File: config.mk
export PLATFORM = sky130hd
export DESIGN_NAME = spd_boot_reader
export DESIGN_NICKNAME = d
export VERILOG_FILES = /design/src/rtl/spd_pkg.sv /design/src/rtl/spd_quarter_div.sv /design/src/rtl/spd_i2c_engine.sv /design/src/rtl/spd_fetch_seq.sv /design/src/rtl/spd_field_decode.sv /design/src/rtl/spd_boot_reader.sv
export SDC_FILE = /design/constraint.sdc
export NUM_CORES = 1
export LEC_CHECK = 0
export BUFFER_PORTS_ARGS = -buffer_cell sky130_fd_sc_hd__buf_2
export CORE_ASPECT_RATIO = 1.4
export CORE_MARGIN = 2
export CORE_UTILIZATION = 60
export CTS_BUF_LIST = sky130_fd_sc_hd__clkbuf_2
export DETAILED_ROUTE_END_ITERATION = 7
export PLACE_DENSITY = 0.83
export REMOVE_ABC_BUFFERS = 1
export SYNTH_ARGS = -nofsm -noshare
export SYNTH_HDL_FRONTEND = slang
export SYNTH_SLANG_ARGS = --single-unit
File: constraint.sdc
create_clock -name clk -period 2.1 [get_ports clk]
set_input_delay 0.105 -clock clk [delete_from_list [all_inputs] [get_ports clk]]
set_output_delay 0.105 -clock clk [all_outputs]
set_load 0.02 [all_outputs]
File: src/rtl/spd_pkg.sv
package spd_pkg;

  // Operations the bit engine can run on the bus
  typedef enum logic [1:0] {
    BUS_START = 2'd0,
    BUS_STOP  = 2'd1,
    BUS_XFER  = 2'd2
  } bus_op_e;

  // Boot sequencer states
  typedef enum logic [3:0] {
    SQ_BOOT,
    SQ_START,
    SQ_DEVW,
    SQ_WORD,
    SQ_RSTART,
    SQ_DEVR,
    SQ_READ,
    SQ_STOP,
    SQ_ABORT,
    SQ_END
  } seq_st_e;

  localparam logic [3:0] EEPROM_PREFIX = 4'b1010;
  localparam int unsigned FRAME_BITS  = 9;   // 8 data bits plus ack slot
  localparam int unsigned MBIT_W      = 13;
  localparam int unsigned MBIT_BASE   = 512;

endpackage

File: src/rtl/spd_quarter_div.sv
module spd_quarter_div #(
  parameter int unsigned QUARTER = 125
) (
  input  logic clk,
  input  logic rst_n,
  input  logic en,
  output logic tick
);
  localparam int unsigned CW = (QUARTER > 1) ? $clog2(QUARTER) : 1;
  localparam logic [CW-1:0] LAST = CW'(QUARTER - 1);

  logic [CW-1:0] cnt_q, cnt_d;

  always_comb begin
    cnt_d = '0;
    if (en) begin
      cnt_d = (cnt_q == LAST) ? '0 : cnt_q + 1'b1;
    end
  end

  assign tick = en && (cnt_q == LAST);

  always_ff @(posedge clk or negedge rst_n) begin
    if (!rst_n) cnt_q <= '0;
    else        cnt_q <= cnt_d;
  end
endmodule

File: src/rtl/spd_i2c_engine.sv
module spd_i2c_engine
  import spd_pkg::*;
#(
  parameter int unsigned QUARTER = 125
) (
  input  logic       clk,
  input  logic       rst_n,
  input  logic       cmd_valid,
  input  bus_op_e    cmd_op,
  input  logic [7:0] cmd_byte,
  input  logic       cmd_read,
  input  logic       sda_i,
  output logic       eng_done,
  output logic [7:0] rx_byte,
  output logic       ack_ok,
  output logic       scl_oe,
  output logic       sda_oe
);
  localparam int unsigned BW = $clog2(FRAME_BITS);
  localparam logic [BW-1:0] BIT_LAST = BW'(FRAME_BITS - 1);

  logic                  busy_q, busy_d;
  bus_op_e               op_q, op_d;
  logic [1:0]            ph_q, ph_d;
  logic [BW-1:0]         bit_q, bit_d;
  logic [FRAME_BITS-1:0] tx_q, tx_d;
  logic [FRAME_BITS-1:0] rx_q, rx_d;
  logic                  scl_q, scl_d;
  logic                  sda_q, sda_d;
  logic                  done_q, done_d;
  logic                  tick;

  spd_quarter_div #(.QUARTER(QUARTER)) i_div (
    .clk   (clk),
    .rst_n (rst_n),
    .en    (busy_q),
    .tick  (tick)
  );

  // Each bus bit is four quarters: SCL low, SDA update, SCL high, sample/edge
  always_comb begin
    busy_d = busy_q;
    op_d   = op_q;
    ph_d   = ph_q;
    bit_d  = bit_q;
    tx_d   = tx_q;
    rx_d   = rx_q;
    scl_d  = scl_q;
    sda_d  = sda_q;
    done_d = 1'b0;
    if (!busy_q) begin
      if (cmd_valid) begin
        busy_d = 1'b1;
        op_d   = cmd_op;
        ph_d   = 2'd0;
        bit_d  = '0;
        tx_d   = cmd_read ? '1 : {cmd_byte, 1'b1};
      end
    end else if (tick) begin
      unique case (ph_q)
        2'd0: scl_d = 1'b0;
        2'd1: begin
          unique case (op_q)
            BUS_START: sda_d = 1'b1;
            BUS_STOP:  sda_d = 1'b0;
            default:   sda_d = tx_q[FRAME_BITS-1];
          endcase
        end
        2'd2: scl_d = 1'b1;
        default: begin
          unique case (op_q)
            BUS_START: sda_d = 1'b0;
            BUS_STOP:  sda_d = 1'b1;
            default: begin
              rx_d = {rx_q[FRAME_BITS-2:0], sda_i};
              tx_d = {tx_q[FRAME_BITS-2:0], 1'b1};
            end
          endcase
        end
      endcase
      ph_d = ph_q + 2'd1;
      if (ph_q == 2'd3) begin
        if (op_q != BUS_XFER || bit_q == BIT_LAST) begin
          busy_d = 1'b0;
          done_d = 1'b1;
        end else begin
          bit_d = bit_q + 1'b1;
        end
      end
    end
  end

  always_ff @(posedge clk or negedge rst_n) begin
    if (!rst_n) begin
      busy_q <= 1'b0;
      op_q   <= BUS_START;
      ph_q   <= 2'd0;
      bit_q  <= '0;
      tx_q   <= '1;
      rx_q   <= '1;
      scl_q  <= 1'b1;
      sda_q  <= 1'b1;
      done_q <= 1'b0;
    end else begin
      busy_q <= busy_d;
      op_q   <= op_d;
      ph_q   <= ph_d;
      bit_q  <= bit_d;
      tx_q   <= tx_d;
      rx_q   <= rx_d;
      scl_q  <= scl_d;
      sda_q  <= sda_d;
      done_q <= done_d;
    end
  end

  assign eng_done = done_q;
  assign rx_byte  = rx_q[FRAME_BITS-1:1];
  assign ack_ok   = !rx_q[0];
  assign scl_oe   = !scl_q;
  assign sda_oe   = !sda_q;
endmodule

File: src/rtl/spd_fetch_seq.sv
module spd_fetch_seq
  import spd_pkg::*;
#(
  parameter logic [7:0] TYPE_ADDR = 8'd3,
  parameter logic [7:0] DENS_ADDR = 8'd4
) (
  input  logic       clk,
  input  logic       rst_n,
  input  logic [2:0] strap,
  input  logic       eng_done,
  input  logic [7:0] rx_byte,
  input  logic       ack_ok,
  output logic       cmd_valid,
  output bus_op_e    cmd_op,
  output logic [7:0] cmd_byte,
  output logic       cmd_read,
  output logic       done,
  output logic       err,
  output logic [7:0] type_code,
  output logic [7:0] dens_code
);
  seq_st_e    st_q, st_d;
  logic       wait_q, wait_d;
  logic       idx_q, idx_d;
  logic       err_q, err_d;
  logic [7:0] type_q, type_d;
  logic [7:0] dens_q, dens_d;
  logic       issuing;

  assign issuing = (st_q != SQ_BOOT) && (st_q != SQ_END);

  always_comb begin
    st_d     = st_q;
    wait_d   = wait_q;
    idx_d    = idx_q;
    err_d    = err_q;
    type_d   = type_q;
    dens_d   = dens_q;
    cmd_op   = BUS_XFER;
    cmd_byte = '0;
    cmd_read = 1'b0;
    unique case (st_q)
      SQ_START, SQ_RSTART: cmd_op   = BUS_START;
      SQ_STOP, SQ_ABORT:   cmd_op   = BUS_STOP;
      SQ_DEVW:             cmd_byte = {EEPROM_PREFIX, strap, 1'b0};
      SQ_WORD:             cmd_byte = idx_q ? DENS_ADDR : TYPE_ADDR;
      SQ_DEVR:             cmd_byte = {EEPROM_PREFIX, strap, 1'b1};
      SQ_READ:             cmd_read = 1'b1;
      default: ;
    endcase
    cmd_valid = issuing && !wait_q;

    if (st_q == SQ_BOOT) begin
      st_d = SQ_START;
    end else if (issuing) begin
      if (!wait_q) begin
        wait_d = 1'b1;
      end else if (eng_done) begin
        wait_d = 1'b0;
        unique case (st_q)
          SQ_START:  st_d = SQ_DEVW;
          SQ_DEVW:   st_d = ack_ok ? SQ_WORD : SQ_ABORT;
          SQ_WORD:   st_d = ack_ok ? SQ_RSTART : SQ_ABORT;
          SQ_RSTART: st_d = SQ_DEVR;
          SQ_DEVR:   st_d = ack_ok ? SQ_READ : SQ_ABORT;
          SQ_READ: begin
            if (idx_q) dens_d = rx_byte;
            else       type_d = rx_byte;
            st_d = SQ_STOP;
          end
          SQ_STOP: begin
            if (idx_q) begin
              st_d = SQ_END;
            end else begin
              idx_d = 1'b1;
              st_d  = SQ_START;
            end
          end
          SQ_ABORT: begin
            err_d = 1'b1;
            st_d  = SQ_END;
          end
          default: ;
        endcase
      end
    end
  end

  always_ff @(posedge clk or negedge rst_n) begin
    if (!rst_n) begin
      st_q   <= SQ_BOOT;
      wait_q <= 1'b0;
      idx_q  <= 1'b0;
      err_q  <= 1'b0;
      type_q <= '0;
      dens_q <= '0;
    end else begin
      st_q   <= st_d;
      wait_q <= wait_d;
      idx_q  <= idx_d;
      err_q  <= err_d;
      type_q <= type_d;
      dens_q <= dens_d;
    end
  end

  assign done      = (st_q == SQ_END);
  assign err       = err_q;
  assign type_code = type_q;
  assign dens_code = dens_q;
endmodule

File: src/rtl/spd_field_decode.sv
module spd_field_decode
  import spd_pkg::*;
(
  input  logic              valid,
  input  logic [7:0]        type_code,
  input  logic [7:0]        dens_code,
  output logic              is_rdimm,
  output logic              is_udimm,
  output logic              is_sodimm,
  output logic              type_unknown,
  output logic              dens_unsup,
  output logic [MBIT_W-1:0] dens_mbit
);
  localparam logic [MBIT_W-1:0] BASE = MBIT_W'(MBIT_BASE);

  always_comb begin
    is_rdimm     = 1'b0;
    is_udimm     = 1'b0;
    is_sodimm    = 1'b0;
    type_unknown = 1'b0;
    dens_unsup   = 1'b0;
    dens_mbit    = '0;
    if (valid) begin
      unique case (type_code)
        8'h00: ;
        8'h01: is_rdimm  = 1'b1;
        8'h02: is_udimm  = 1'b1;
        8'h03: is_sodimm = 1'b1;
        default: type_unknown = 1'b1;
      endcase
      if (dens_code >= 8'h01 && dens_code <= 8'h04) begin
        // code 1..4 -> shift 0..3 through a 2-bit wrap of (code - 1)
        dens_mbit = BASE << (dens_code[1:0] - 2'd1);
      end else begin
        dens_unsup = 1'b1;
      end
    end
  end
endmodule

File: src/rtl/spd_boot_reader.sv
module spd_boot_reader
  import spd_pkg::*;
#(
  parameter int unsigned QUARTER   = 125,
  parameter logic [7:0]  TYPE_ADDR = 8'd3,
  parameter logic [7:0]  DENS_ADDR = 8'd4
) (
  input  logic        clk,
  input  logic        rst_n,
  input  logic [2:0]  strap,
  input  logic        sda_i,
  output logic        scl_oe,
  output logic        sda_oe,
  output logic        done,
  output logic        err,
  output logic [7:0]  type_code,
  output logic [7:0]  dens_code,
  output logic        is_rdimm,
  output logic        is_udimm,
  output logic        is_sodimm,
  output logic        type_unknown,
  output logic        dens_unsup,
  output logic [12:0] dens_mbit
);
  logic [1:0] rst_sync_q;
  logic       rst_int_n;
  logic       cmd_valid, cmd_read, eng_done, ack_ok;
  bus_op_e    cmd_op;
  logic [7:0] cmd_byte, rx_byte;

  // Asynchronous assertion, synchronous release
  always_ff @(posedge clk or negedge rst_n) begin
    if (!rst_n) rst_sync_q <= 2'b00;
    else        rst_sync_q <= {rst_sync_q[0], 1'b1};
  end
  assign rst_int_n = rst_sync_q[1];

  spd_i2c_engine #(.QUARTER(QUARTER)) i_eng (
    .clk       (clk),
    .rst_n     (rst_int_n),
    .cmd_valid (cmd_valid),
    .cmd_op    (cmd_op),
    .cmd_byte  (cmd_byte),
    .cmd_read  (cmd_read),
    .sda_i     (sda_i),
    .eng_done  (eng_done),
    .rx_byte   (rx_byte),
    .ack_ok    (ack_ok),
    .scl_oe    (scl_oe),
    .sda_oe    (sda_oe)
  );

  spd_fetch_seq #(.TYPE_ADDR(TYPE_ADDR), .DENS_ADDR(DENS_ADDR)) i_seq (
    .clk       (clk),
    .rst_n     (rst_int_n),
    .strap     (strap),
    .eng_done  (eng_done),
    .rx_byte   (rx_byte),
    .ack_ok    (ack_ok),
    .cmd_valid (cmd_valid),
    .cmd_op    (cmd_op),
    .cmd_byte  (cmd_byte),
    .cmd_read  (cmd_read),
    .done      (done),
    .err       (err),
    .type_code (type_code),
    .dens_code (dens_code)
  );

  spd_field_decode i_dec (
    .valid        (done && !err),
    .type_code    (type_code),
    .dens_code    (dens_code),
    .is_rdimm     (is_rdimm),
    .is_udimm     (is_udimm),
    .is_sodimm    (is_sodimm),
    .type_unknown (type_unknown),
    .dens_unsup   (dens_unsup),
    .dens_mbit    (dens_mbit)
  );
endmodule

==> impl_results.md <==
* Area occupied by multi-input gates at 0.00159 mm²
* Diodes inserted at 0
* Hold Crit Depth at 4
* Clock Path Buffers at 2
* FF-to-FF Start: i_seq.st_q[0]
* Xor and xnor fraction of the mapped netlist area at 0.0244
* Hold Path Class: in -> reg
* DP Area at 0.00346 mm²
* Final setup viols at 7
* Status: complete, but fails checks
* R2R cell count at 3
* Final Skew at 0.0271 ns
* Setup TNS at -0.760 ns
* Synth cell types at 54
* WL per Instance at 15.6 µm
* GR Overflow Total at 0
* Post-synthesis register bit count at 61
* Mapped Cells at 306
* Pre-CTS WS at 0.0882 ns
* Chip Height at 90.8 µm
* Mux share of post-synthesis cell area at 0.132
* RSZ-0062 raised after global routing: true
* CTS tree: built
* Synth Flop Type: dfrtp_1
* Top post-synthesis cells by count: 42 x dfrtp_1, 26 x nor2_1, 23 x nand2_1
* Pin count of the biggest net entering global routing at 60
* GRT Util Overall at 0.240
* Row count at 31
* Yosys top cell area share at 0.325
* Clk Latency, worst-skew pair at 0.50 ns
* Synthesized area at 0.00323 mm²
* Worst-path clk slew at 0.16 ns
* Max Cap Viol at 0
* Critical Path RT at 2.00 ns
* DR vias at 2392
* WL final at 6750 µm
* Worst vdd ir at 0.420 mV
* CP Launch Type: flop
* Worst reg-to-reg setup slack at 0.18 ns
* Initial Utilization at 0.621
* H-Tree Depth at 3
* Top cells by area, synth: dfrtp_1 33%, dfstp_2 15%, mux2_2 7.3%
* Root Driver: clkbuf_2
* Crit-path slowest cell: or4_4
* Synthesized-area fraction occupied by adder cells at 0.0310
* Worst path max stage delay at 0.53 ns
* Vias in the first global route at 2382
* # IOs at 44
* Post-synthesis simple-gate area fraction at 0.186
* WP data arrival at 2.16 ns
* # DRC at 0
* Critical path class: reg -> out
* Main combinational cell family by area after synthesis: simple AND/OR/NAND/NOR gates
* GPL Wtd Cong at 0.789
* Leak Pwr at 0.00175 µW
* Finished Layout Cells at 434
* Buffers added on ports at 34
* RR Endpoint: i_seq.dens_code[4]
* Clock sinks at 61
* Horiz. Die Dim at 66.0 µm
* Final WS setup at -0.168 ns
* Reg area at 0.00156 mm²
* DR vias/cell at 5.51
* Slew Limit Fails at 0
* First-pass DRT Iterations at 6
* Hold path start: strap[2]
* Most frequent cell after synthesis: dfrtp_1
* Routed Antenna Nets at 0
* Pwr/cell area at 477 mW/mm²
* Synth Area in Compound Gates at 0.0818
* Final period util at 1.08
* Core region area at 0.00520 mm²
* CP endpoint kind: output pin
* Sequential element share of the synthesized area at 0.480
* Final min period at 2.27 ns
* Mapped Avg Cell Area at 10.6 µm²
* Placed Cells incl. Taps at 402
* WHS Endpoint: i_eng.tx_q[4]
* Estimated wirelength of the detail-placed design at 4450 µm
* Net count, final at 377
* First-pass GRT wire length at 10900 µm
* Filler Cell Count at 380
* DRT iter0 DRCs at 122
* Failing checks: setup timing
* Critical-path maximum fanout at 4
* Layout area overhead at 17.2%
* Crit path cell chain: or4_4 -> nor2_4 -> nand2_4 -> nor4b_2 -> buf_4
* Share of cells above drive strength 1 at 0.386
* Fin. Hold Viols at 0
* Die area at 0.00599 mm²
* Antenna violations before repair at 0
* Synth area leader: dfrtp_1
* End-of-flow core utilization at 0.728
* Number of synthesized flops with an enable pin at 0
* Number of buffers created by CTS at 9
* Max Clock Freq at 441 MHz
* Yosys Warn Count at 0
* Finished layout cell area at 0.00378 mm²
* Async S/R FF share, synth at 1.00
[cell type report]
| type | instances | area share |
|---|---|---|
| multi-input cells | 215 | 0.421 |
| flip-flops and latches | 61 | 0.411 |
| repair buffers | 60 | 0.110 |
| well taps | 66 | 0.0218 |
| clock buffers | 12 | 0.0159 |
| inverters | 16 | 0.0159 |
| clock inverters | 4 | 0.00430 |
[flip-flops by register name, indices dropped and copies added, names as in the netlist]
| signal | cells |
|---|---|
| i_eng.tx_q | 8 |
| i_seq.wait_q | 1 |
| i_seq.idx_q | 1 |
| i_eng.bit_q | 4 |
| i_eng.sda_q | 1 |
| i_seq.dens_code | 8 |
| i_eng.eng_done | 1 |
| i_seq.err | 1 |
| rst_sync_q | 2 |
| i_eng.scl_q | 1 |
| i_eng.rx_q | 9 |
| i_eng.ph_q | 2 |
| i_seq.type_code | 8 |
| i_seq.st_q | 4 |
| i_eng.i_div.cnt_q | 7 |
| i_eng.busy_q | 1 |
| i_eng.op_q | 2 |
[metrics by stage]
stage                     power (µW)  hold WS [ns]
after floorplan                 1240        -0.191
after global placement          1260        -0.110
after detailed placement        1260        -0.108
after CTS                       1820        0.0718
after global routing            1880        0.0945
final                           1800         0.119
[critical path: cells and delay by family, from the launching register on]
family	cells	cell delay, ns
buf+inv	1	0.20
flops	1	0.44
simple gates	4	1.02
[report_power, final]
group	switching (µW)	leakage, µW	internal, µW
logic	39.6	0.000954	16.4
registers	4.09	0.000733	1180
clock network	402	0.0000585	158
total	446	0.00175	1360
[worst max-delay path by stage]
| stage | from | to | slack, ns |
|---|---|---|---|
| floorplan | i_seq.dens_code[6] | dens_mbit[10] | 0.05 |
| detailed placement | i_seq.st_q[1] | dens_mbit[10] | 0.09 |
| CTS | i_seq.dens_code[6] | dens_mbit[11] | -0.19 |
| global route | i_seq.dens_code[4] | dens_mbit[9] | -0.25 |
| finish | i_seq.dens_code[4] | dens_mbit[9] | -0.17 |
| global placement | i_seq.st_q[0] | i_seq.dens_code[5] | 0.25 |
[cells in the final DEF (no fill, tap or decap), types with 7 or more instances in the layout]
cell      count
nand3_1      14
dfrtp_1      37
nand2_1      22
ha_1          8
mux2i_1       7
clkbuf_2     12
inv_1        16
buf_2        27
dfstp_2      19
mux2_2       21
nor2_1       24
conb_1       10
buf_4        25
o21ai_0      13
a21oi_1       9
mux2_4        8
[layer usage]
metal  up-vias  GRT usage  routed length (µm)
met5         -          0                   0
met4         0      0.104                 169
met3        17     0.0536                 209
met2        54      0.434                3770
met1      1158      0.260                2600
li1       1163          -                   -
[repair_timing]
item                                    in CTS  in global routing
gates resized for setup                     20                 12
buffers inserted                             7                  4
pin swaps                                    4                  3
endpoints found under the setup margin       9                  9
endpoints found under the hold margin        5                  0
gates cloned                                 0                  0
hold buffers                                 5                  0
[cells by family after synthesis]
kind of cell | after synthesis
AOI/OAI and AO/OA | 41
xor gates and xnor gates | 9
adders and majority gates | 8
buffers and inverters | 38
DFF | 61
muxes | 36
other | 2
and+or+nand+nor | 111
(Power assumes the default switching activity.)
